`src/rtl/ser_tx_pkg.sv`:
```
package ser_tx_pkg;

  localparam int FRAME_W = 12;
  localparam int NB_W    = 4;

  typedef struct packed {
    logic [1:0] wlen;
    logic       par_en;
    logic       par_even;
    logic       stop2;
  } frame_cfg_t;

  typedef struct packed {
    logic [FRAME_W-1:0] bits;
    logic [NB_W-1:0]    nbits;
  } frame_t;

  typedef enum logic {SH_IDLE, SH_RUN} sh_state_t;

  // Lay out one character LSB-first: start, data, optional parity, stop bits.
  function automatic frame_t build_frame(input logic [7:0] d, input frame_cfg_t c);
    frame_t     f;
    int         wl;
    int         pos;
    logic [7:0] dm;
    logic       p;
    wl     = 5 + int'(c.wlen);
    f.bits = '1;
    f.bits[0] = 1'b0;
    dm     = '0;
    for (int i = 0; i < 8; i++) begin
      if (i < wl) begin
        f.bits[i+1] = d[i];
        dm[i]       = d[i];
      end
    end
    p   = c.par_even ? (^dm) : ~(^dm);
    pos = 1 + wl;
    if (c.par_en) begin
      f.bits[pos] = p;
      pos = pos + 1;
    end
    pos     = pos + (c.stop2 ? 2 : 1);
    f.nbits = NB_W'(pos);
    return f;
  endfunction

endpackage

```
`src/rtl/txq_buffer.sv`:
```
module txq_buffer #(
  parameter int DEPTH = 32,
  parameter int DW    = 8,
  localparam int AW   = (DEPTH > 1) ? $clog2(DEPTH) : 1,
  localparam int CW   = $clog2(DEPTH + 1)
) (
  input  logic          clk,
  input  logic          rst_n,
  input  logic          fifo_en,
  input  logic          wr_valid,
  input  logic [DW-1:0] wr_data,
  output logic          wr_ready,
  output logic          push,
  input  logic          pop,
  output logic [DW-1:0] rd_data,
  output logic          empty,
  output logic [CW-1:0] level,
  output logic          ovf_pulse
);

  logic [DW-1:0] mem [DEPTH];
  logic [AW-1:0] wptr, rptr;
  logic [CW-1:0] cap;
  logic          pop_ok;

  assign cap      = fifo_en ? CW'(DEPTH) : CW'(1);
  assign wr_ready = (level < cap);
  assign push     = wr_valid & wr_ready;
  assign empty    = (level == '0);
  assign pop_ok   = pop & ~empty;
  assign rd_data  = mem[rptr];

  function automatic logic [AW-1:0] nxt(input logic [AW-1:0] p);
    return (p == AW'(DEPTH - 1)) ? '0 : p + AW'(1);
  endfunction

  always_ff @(posedge clk) begin
    if (push) mem[wptr] <= wr_data;
  end

  always_ff @(posedge clk) begin
    if (!rst_n) begin
      wptr      <= '0;
      rptr      <= '0;
      level     <= '0;
      ovf_pulse <= 1'b0;
    end else begin
      ovf_pulse <= wr_valid & ~wr_ready;
      if (push)   wptr <= nxt(wptr);
      if (pop_ok) rptr <= nxt(rptr);
      case ({push, pop_ok})
        2'b10:   level <= level + CW'(1);
        2'b01:   level <= level - CW'(1);
        default: level <= level;
      endcase
    end
  end

endmodule

```
`src/rtl/tx_serializer.sv`:
```
module tx_serializer
  import ser_tx_pkg::*;
(
  input  logic       clk,
  input  logic       rst_n,
  input  logic       tick,
  input  logic       have_data,
  input  logic [7:0] data,
  input  frame_cfg_t cfg,
  output logic       pop,
  output logic       busy,
  output logic       txd
);

  sh_state_t          state;
  logic [3:0]         sub;
  logic [NB_W-1:0]    bitcnt;
  logic [NB_W-1:0]    nb;
  logic [FRAME_W-1:0] sr;
  logic               bit_end;
  logic               frame_end;
  frame_t             nf;

  assign busy      = (state == SH_RUN);
  assign bit_end   = busy & (sub == 4'd15);
  assign frame_end = bit_end & (bitcnt == nb - NB_W'(1));
  assign pop       = tick & have_data & (~busy | frame_end);
  assign nf        = build_frame(data, cfg);
  assign txd       = busy ? sr[0] : 1'b1;

  always_ff @(posedge clk) begin
    if (!rst_n) begin
      state  <= SH_IDLE;
      sub    <= '0;
      bitcnt <= '0;
      nb     <= '0;
      sr     <= '1;
    end else if (tick) begin
      if (pop) begin
        state  <= SH_RUN;
        sr     <= nf.bits;
        nb     <= nf.nbits;
        bitcnt <= '0;
        sub    <= '0;
      end else if (busy) begin
        sub <= sub + 4'd1;
        if (frame_end) begin
          state <= SH_IDLE;
          sr    <= '1;
        end else if (bit_end) begin
          sr     <= {1'b1, sr[FRAME_W-1:1]};
          bitcnt <= bitcnt + NB_W'(1);
        end
      end
    end
  end

endmodule

```
`src/rtl/txe_irq_ctrl.sv`:
```
module txe_irq_ctrl #(
  parameter int CW = 6
) (
  input  logic          clk,
  input  logic          rst_n,
  input  logic          fifo_en,
  input  logic          load,
  input  logic [CW-1:0] level,
  input  logic [CW-1:0] trig,
  input  logic          host_wr,
  input  logic          isr_rd,
  input  logic          irq_en,
  output logic          irq
);

  logic pend;
  logic set_ev;
  logic crossing;
  logic drained;

  // level is the count before the load removes one entry
  assign crossing = (level == trig);
  assign drained  = (level == CW'(1));
  assign set_ev   = load & (fifo_en ? (crossing | drained) : 1'b1);
  assign irq      = pend & irq_en;

  always_ff @(posedge clk) begin
    if (!rst_n)                pend <= 1'b0;
    else if (set_ev)           pend <= 1'b1;
    else if (host_wr | isr_rd) pend <= 1'b0;
  end

endmodule

```
`src/rtl/ser_tx_path.sv`:
```
module ser_tx_path
  import ser_tx_pkg::*;
#(
  parameter int DEPTH = 32,
  localparam int CW   = $clog2(DEPTH + 1)
) (
  input  logic          clk,
  input  logic          rst_n,
  input  logic          baud16_en,
  input  logic          cfg_fifo_en,
  input  logic [1:0]    cfg_wlen,
  input  logic          cfg_par_en,
  input  logic          cfg_par_even,
  input  logic          cfg_stop2,
  input  logic          cfg_irq_en,
  input  logic [CW-1:0] cfg_trig,
  input  logic          wr_valid,
  input  logic [7:0]    wr_data,
  output logic          wr_ready,
  output logic          wr_ovf,
  input  logic          isr_rd,
  output logic          txd,
  output logic          thr_empty,
  output logic          tx_empty,
  output logic          tx_irq
);

  logic          push, pop, busy, q_empty;
  logic [7:0]    q_data;
  logic [CW-1:0] q_level;
  frame_cfg_t    fcfg;

  assign fcfg = '{wlen: cfg_wlen, par_en: cfg_par_en, par_even: cfg_par_even, stop2: cfg_stop2};

  txq_buffer #(.DEPTH(DEPTH), .DW(8)) u_q (
    .clk(clk), .rst_n(rst_n), .fifo_en(cfg_fifo_en),
    .wr_valid(wr_valid), .wr_data(wr_data), .wr_ready(wr_ready), .push(push),
    .pop(pop), .rd_data(q_data), .empty(q_empty), .level(q_level),
    .ovf_pulse(wr_ovf)
  );

  tx_serializer u_sh (
    .clk(clk), .rst_n(rst_n), .tick(baud16_en), .have_data(~q_empty),
    .data(q_data), .cfg(fcfg), .pop(pop), .busy(busy), .txd(txd)
  );

  txe_irq_ctrl #(.CW(CW)) u_irq (
    .clk(clk), .rst_n(rst_n), .fifo_en(cfg_fifo_en), .load(pop),
    .level(q_level), .trig(cfg_trig), .host_wr(push), .isr_rd(isr_rd),
    .irq_en(cfg_irq_en), .irq(tx_irq)
  );

  assign thr_empty = q_empty;
  assign tx_empty  = q_empty & ~busy;

endmodule

```
`config.mk`:
```
export PLATFORM = sky130hd
export DESIGN_NAME = ser_tx_path
export DESIGN_NICKNAME = d
export VERILOG_FILES = /design/src/rtl/ser_tx_pkg.sv /design/src/rtl/txq_buffer.sv /design/src/rtl/tx_serializer.sv /design/src/rtl/txe_irq_ctrl.sv /design/src/rtl/ser_tx_path.sv
export SDC_FILE = /design/constraint.sdc
export NUM_CORES = 1
export LEC_CHECK = 0
export ABC_CLOCK_PERIOD_IN_PS = 10400
export BUFFER_PORTS_ARGS = -buffer_cell sky130_fd_sc_hd__buf_2
export CAP_MARGIN = 15
export CORE_MARGIN = 8
export CORE_UTILIZATION = 55
export CTS_CLUSTER_SIZE = 10
export DETAILED_ROUTE_END_ITERATION = 7
export GPL_ROUTABILITY_DRIVEN = 0
export PLACE_DENSITY_LB_ADDON = 0.2
export SETUP_SLACK_MARGIN = 0.05
export SYNTH_ARGS = -nofsm -noshare
export SYNTH_HDL_FRONTEND = slang
export SYNTH_HIERARCHICAL = 1
export SYNTH_SLANG_ARGS = --single-unit
```
`constraint.sdc`:
```
create_clock -name clk -period 10.4 [get_ports clk]
set_input_delay 1.56 -clock clk [delete_from_list [all_inputs] [get_ports clk]]
set_output_delay 1.56 -clock clk [all_outputs]
set_load 0.005 [all_outputs]
```
==> flow_summary.ini, run 1 <==
[floorplanning]
io_pins = 32
rows = 56
initial_core_util_pct = 56.1
die_area_mm2 = 0.0292
die_h_um = 171
die_w_um = 171
core-area_mm2 = 0.0235

[cts]
cts_inserted_buffers = 36
clk_latency_ps = 500
cts_tree = done
post_cts_resized = 0
ctsRootBufferMaster = clkbuf_16
htree_levels = 2
path_clk_slew_ps = 50
numClockSinks = 304
cts_hold_buf = 0
cts_setup_buffers = 0
clk_path_buf_depth = 3

[setup_path]
crit_end = u_q/level[4]
crit_slowest_cell = o32a_1
r2r_end = u_q/level[4]
worstReg2RegStart = u_q/level[1]
ff2ff_path_depth = 16
arrival_ps = 5350
critPathLaunchType = register
startpoint = u_q/level[1]
endpoint_kind = register
worstPathCellList = or3_4 -> nor4_1 -> inv_1 -> nand2_2 -> or4_1 -> o32a_1 -> inv_1 -> o41ai_4 -> inv_2 -> ha_1 -> xor2_1 -> ha_1 -> nor4_1 -> a22oi_1 -> o2111ai_1 -> or3b_2
cp_data_required_time_ps = 10780
reg2reg_slack_ps = 5430
crit_fanout = 21
max_stage_delay_ps = 710
path_class = reg -> reg

[global_route]
grtUsageTotal_pct = 18.5
grt_max_degree = 56
grt_pass1_wl_um = 41900
grt_antenna_before_repair = 0
grt_pass1_vias = 7532
overflow = 0

[timing]
finClkSkew_ps = 12.9
setup_viol = 0
fin_crit_sh_pct = 47.8
max-slew-margin-rel_pct = 33.3
rsz0062_at_grt = false
final_max_slew_viol_count = 0
report.final.hold_viol_count = 0
worst_pin_slew_ps = 998
max_freq_mhz = 201
finalCriticalPeriod_ps = 4970
setup_tns_ps = 0

[route]
drt-total-wl_um = 27100
vias = 7772
wl_met3_um = 1750
viasPerCell = 5.94
ant_nets = 0
drt_pass1_iterations = 5
first_iter_violations = 757
highest_layer = met4
wl_per_cell_um = 20.7
wl_met2_um = 12800
wl_met1_um = 12000
drcViolationCount = 0

[min_path]
worstHoldPathType = reg -> reg
hold_depth = 2

[synth]
synthesis.nets = 1007
yosys.cell_types.count = 71
syn_area_mm2 = 0.0132
ys.warnings.count = 6
yosys-top-cells-area = edfxtp_1 58%, mux2i_1 10%, dfxtp_1 7.3%
yosys.area.top_type = edfxtp_1
synth_edf_count = 256
synth-seq-cells = 304
async_reset_ff_share_pct = 0
synth_top_cell_area_share_pct = 58.2
syn_inst = 955
yosysSeqAreaShare_pct = 65.5
synth_area_per_cell_um2 = 13.8
synthFlopType = edfxtp_1

[run]
maxCapViolCount = 0

[finish]
nFillCells = 1780
final_common_cell = edfxtp_1
n_antenna_cell = 0
synthToLayoutAreaGrowth_pct = 10.5
stdcell_count = 1308
drive_gt1_share_pct = 10.1
layout_common_cells = 256 x edfxtp_1, 135 x mux2i_1, 52 x nand2_1, 50 x a22oi_1, 50 x nor2_1
num-nets-final = 1026

[power]
powerDensity_mw_per_mm2 = 223
peakVddDrop_mv = 0.160
p_leak_nw = 4.65

[run_status]
status = completed

[place]
numPortBuffers = 31
placedCellCount = 1255
hpwl_um = 16500
state kept, by name, indices dropped and copies added (netlist names), named ones only:
name	flops
u_q/wptr	5
u_sh/bitcnt	4
u_q/level	6
u_q/mem	256
u_q/ovf_pulse	1
u_irq/pend	1
u_q/rptr	5
u_sh/sr	12
u_sh/nb	4
u_sh/busy	1
u_sh/sub	4
worst min path at each step:
stage,from,to,slack (ps)
floorplan,u_sh/sr[0],u_sh/sr[0],430
global placement,u_sh/sr[0],u_sh/sr[0],450
detailed placement,u_sh/sr[0],u_sh/sr[0],450
CTS,u_sh/sr[0],u_sh/sr[0],470
global route,u_sh/sr[0],u_sh/sr[0],500
finish,u_sh/sr[0],u_sh/sr[0],460
Yosys cell counts (5+ instances only):
| library cell | number |
|---|---|
| edfxtp_1 | 256 |
| mux2i_1 | 135 |
| nand2_1 | 52 |
| nor2_1 | 51 |
| a22oi_1 | 50 |
| dfxtp_1 | 48 |
| nand3_1 | 36 |
| a21oi_1 | 35 |
| clkbuf_1 | 30 |
| ha_1 | 25 |
| xnor2_1 | 24 |
| nand4_1 | 22 |
| inv_1 | 21 |
| buf_2 | 16 |
| nor2b_1 | 14 |
| o21ai_0 | 13 |
| nand2b_1 | 8 |
| nor3_1 | 7 |
| o21ai_1 | 7 |
| and3_1 | 6 |
| o211ai_1 | 6 |
| nand3b_1 | 5 |
cell families (layout without fill, tap and decap cells):
group,after synthesis,after routing,synth area share (%)
DFF,304,304,65.5
and+or+nand+nor,233,233,9.25
AOI/OAI and AO/OA,152,152,8.03
muxes,135,135,10.2
buffers and inverters,77,111,2.54
xor gates and xnor gates,28,28,1.96
adders and majority gates,26,26,2.52
worst max-delay path: cells and delay by family (launching register included):
family / cells / cell delay [ps]
flops: 1 / 440
simple gates: 6 / 1940
compound gates: 4 / 1150
xor+xnor: 1 / 190
fa+ha+maj: 2 / 580
buf+inv: 3 / 530
routing by layer:
metal | vias up | track usage (%)
li1 | 3668 | -
met1 | 3793 | 25.7
met2 | 268 | 29.5
met3 | 43 | 3.20
met4 | 0 | 5.71
met5 | - | 0
report_power, final:
| part | switching, mW | internal, mW | total [mW] |
|---|---|---|---|
| clock network | 0.436 | 0.661 | 1.10 |
| logic | 0.423 | 0.274 | 0.697 |
| registers | 0.0718 | 1.39 | 1.46 |
| total | 0.930 | 2.33 | 3.26 |
metrics by stage:
step                setup WS (ps)  cell area (um^2)  power (mW)  hold slack (ps)  util (%)
CTS                          5440             14600        3.28              467      62.0
floorplan                    5800             13200        1.99              432         -
global route                 5000             14600        3.40              502      62.0
detailed placement           5090             13600        2.18              451      57.6
global placement             5220             13600        2.17              446      57.6
finish                       5430             14600        3.26              465      62.0
area by class of cell:
type / instances / area (um^2) / share of cell area, %
multi-input cells: 574 / 4250 / 29.1
clock inverters: 2 / 21.3 / 0.146
clock buffers: 51 / 1000 / 6.85
well taps: 319 / 399 / 2.74
inverters: 23 / 86.3 / 0.592
repair buffers: 35 / 185 / 1.27
flip-flops and latches: 304 / 8650 / 59.3
(Power assumes the default switching activity.)
==> run 2, diff against run 1 <==
- ABC_CLOCK_PERIOD_IN_PS: 10400 -> 4800
- clock period: 10.4 -> 4.8 ns (I/O delays scaled with it)
==> run 2 against run 1 <==
Compared with the run above: count of clock-buffer cells in the layout shrank 1; sequential power grew 120%; critical path depth is the same; register-to-register slack got worse by 4900 ps; combinational power grew 130%; routed wire length rose by 2.9%; clock skew fell by 0.97 ps; non-clock buffer count up 9; fmax grew 16%; power is 120% higher; flip-flop and latch count did not move; cell count grew 0.61%.
==> flow_summary.ini, run 2 (synthesis gave the netlist of run 1 again) <==
[run_status]
status = completed

[finish]
regMostFlops = u_q/mem
nFillCells = 1829
n_antenna_cell = 0
stdcell_count = 1316
synthToLayoutAreaGrowth_pct = 11.2
drive_gt1_share_pct = 10.9
largest_register_ffs = 256
final_common_cell = edfxtp_1
num-nets-final = 1035
reg_top3 = u_q/mem (256), u_sh/sr (12), u_q/level (6)
layout_common_cells = 256 x edfxtp_1, 135 x mux2i_1, 52 x nand2_1, 50 x a22oi_1, 50 x nor2_1

[setup_path]
ff2ff_path_depth = 16
crit_fanout = 12
path_class = reg -> reg
crit_slowest_cell = dfxtp_1
endpoint_kind = register
max_stage_delay_ps = 580
worstPathCellList = or3_4 -> nor4_1 -> inv_1 -> nand2_2 -> or4_1 -> o32a_1 -> inv_1 -> o41ai_4 -> inv_2 -> ha_1 -> xor2_1 -> ha_1 -> a21o_1 -> a22oi_1 -> nor3_1 -> or3b_2
arrival_ps = 4670
critPathLaunchType = register
cp_data_required_time_ps = 5190

[cts]
htree_levels = 2
path_clk_slew_ps = 50
clk_latency_ps = 510
cts_inserted_buffers = 36
numClockSinks = 304
cts_setup_buffers = 0
cts_hold_buf = 0
clk_path_buf_depth = 3
cts_tree = done
post_cts_resized = 0
ctsRootBufferMaster = clkbuf_16

[run]
maxCapViolCount = 0

[power]
p_leak_nw = 4.70
peakVddDrop_mv = 0.425
powerDensity_mw_per_mm2 = 485

[timing]
setup_tns_ps = 0
finalCriticalPeriod_ps = 4280
max_freq_mhz = 234
fin_crit_sh_pct = 89.1
worst_pin_slew_ps = 879
rsz0062_at_grt = false
max-slew-margin-rel_pct = 41.2
report.final.hold_viol_count = 0
final_max_slew_viol_count = 0
layout_setup_ws_ps = 522
setup_viol = 0
finClkSkew_ps = 12.0

[global_route]
grt_pass1_vias = 7673
overflow = 0
grt_pass1_wl_um = 43200
grt_antenna_before_repair = 0
grt_max_degree = 39
grtUsageTotal_pct = 19.4

[route]
drcViolationCount = 0
vias = 7869
viasPerCell = 5.98
drt_pass1_iterations = 5
first_iter_violations = 683
ant_nets = 0
wl_per_cell_um = 21.2
drt-total-wl_um = 27900

[min_path]
worstHoldPathType = in -> reg
hold_depth = 3

[floorplanning]
rows = 56
io_pins = 32
core-area_mm2 = 0.0235
initial_core_util_pct = 56.1
die_area_mm2 = 0.0292
die_h_um = 171
die_w_um = 171

[place]
hpwl_um = 17400
placedCellCount = 1264
numPortBuffers = 31
pre_cts_ws_ps = 614
==> run 2: cell types whose count changed in the layout (fill, tap and decap cells not counted) <==
cell      before  now
buf_4          4   10
buf_12         0    3
clkbuf_1      13   12
nor2_2         0    1
nor2_4         1    0
nor2b_2        0    1
nor2b_4        3    2
==> run 2: critical path: cells and delay by family, from the launching register on <==
family                     cells  cell delay, ps
AOI/OAI and AO/OA              4             910
xor gates and xnor gates       1             120
adders and majority gates      2             600
buffers and inverters          3             420
DFF                            1             580
and+or+nand+nor                6            1520
==> run 2: cell type report <==
cell class | instances | area, um^2 | area share [%]
clock buffer | 50 | 996 | 6.78
clock inverter | 2 | 21.3 | 0.145
inverter | 23 | 86.3 | 0.588
multi-input combinational | 574 | 4240 | 28.9
sequential | 304 | 8650 | 58.9
tap | 319 | 399 | 2.72
timing repair buffer | 44 | 290 | 1.98
==> run 2: layer usage <==
metal | global-route usage (%) | up-vias | routed length, um
li1 | - | 3680 | -
met1 | 26.7 | 3901 | 12400
met2 | 30.2 | 243 | 13100
met3 | 3.76 | 45 | 1720
met4 | 7.03 | 0 | 716
met5 | 0 | - | 0
==> run 2: stage by stage <==
step / utilization (%) / hold WS (ps) / cell area [um^2] / total power, mW
after global routing: 62.4 / 458 / 14700 / 7.45
after global placement: 58.1 / 446 / 13700 / 4.74
final: 62.4 / 457 / 14700 / 7.12
after CTS: 62.4 / 435 / 14700 / 7.16
after detailed placement: 58.1 / 447 / 13700 / 4.76
after floorplan: - / 432 / 13200 / 4.32
==> run 2: path summary, 6_finish.rpt <==
path | to | startpoint | slack (ps)
max reg2reg | u_q/level[4] | u_q/level[2] | 520
max | u_q/level[4] | u_q/level[2] | 520
min | u_q/ovf_pulse | wr_valid | 460
min reg2reg | u_sh/sr[0] | u_sh/sr[0] | 460
==> run 2: where the power goes <==
group | total (mW) | leakage, nW | internal, mW | switching, mW
Sequential | 3.14 | 2.70 | 3.01 | 0.123
Clock | 2.39 | 0.493 | 1.43 | 0.965
Combinational | 1.59 | 1.51 | 0.615 | 0.974
Total | 7.12 | 4.70 | 5.06 | 2.06
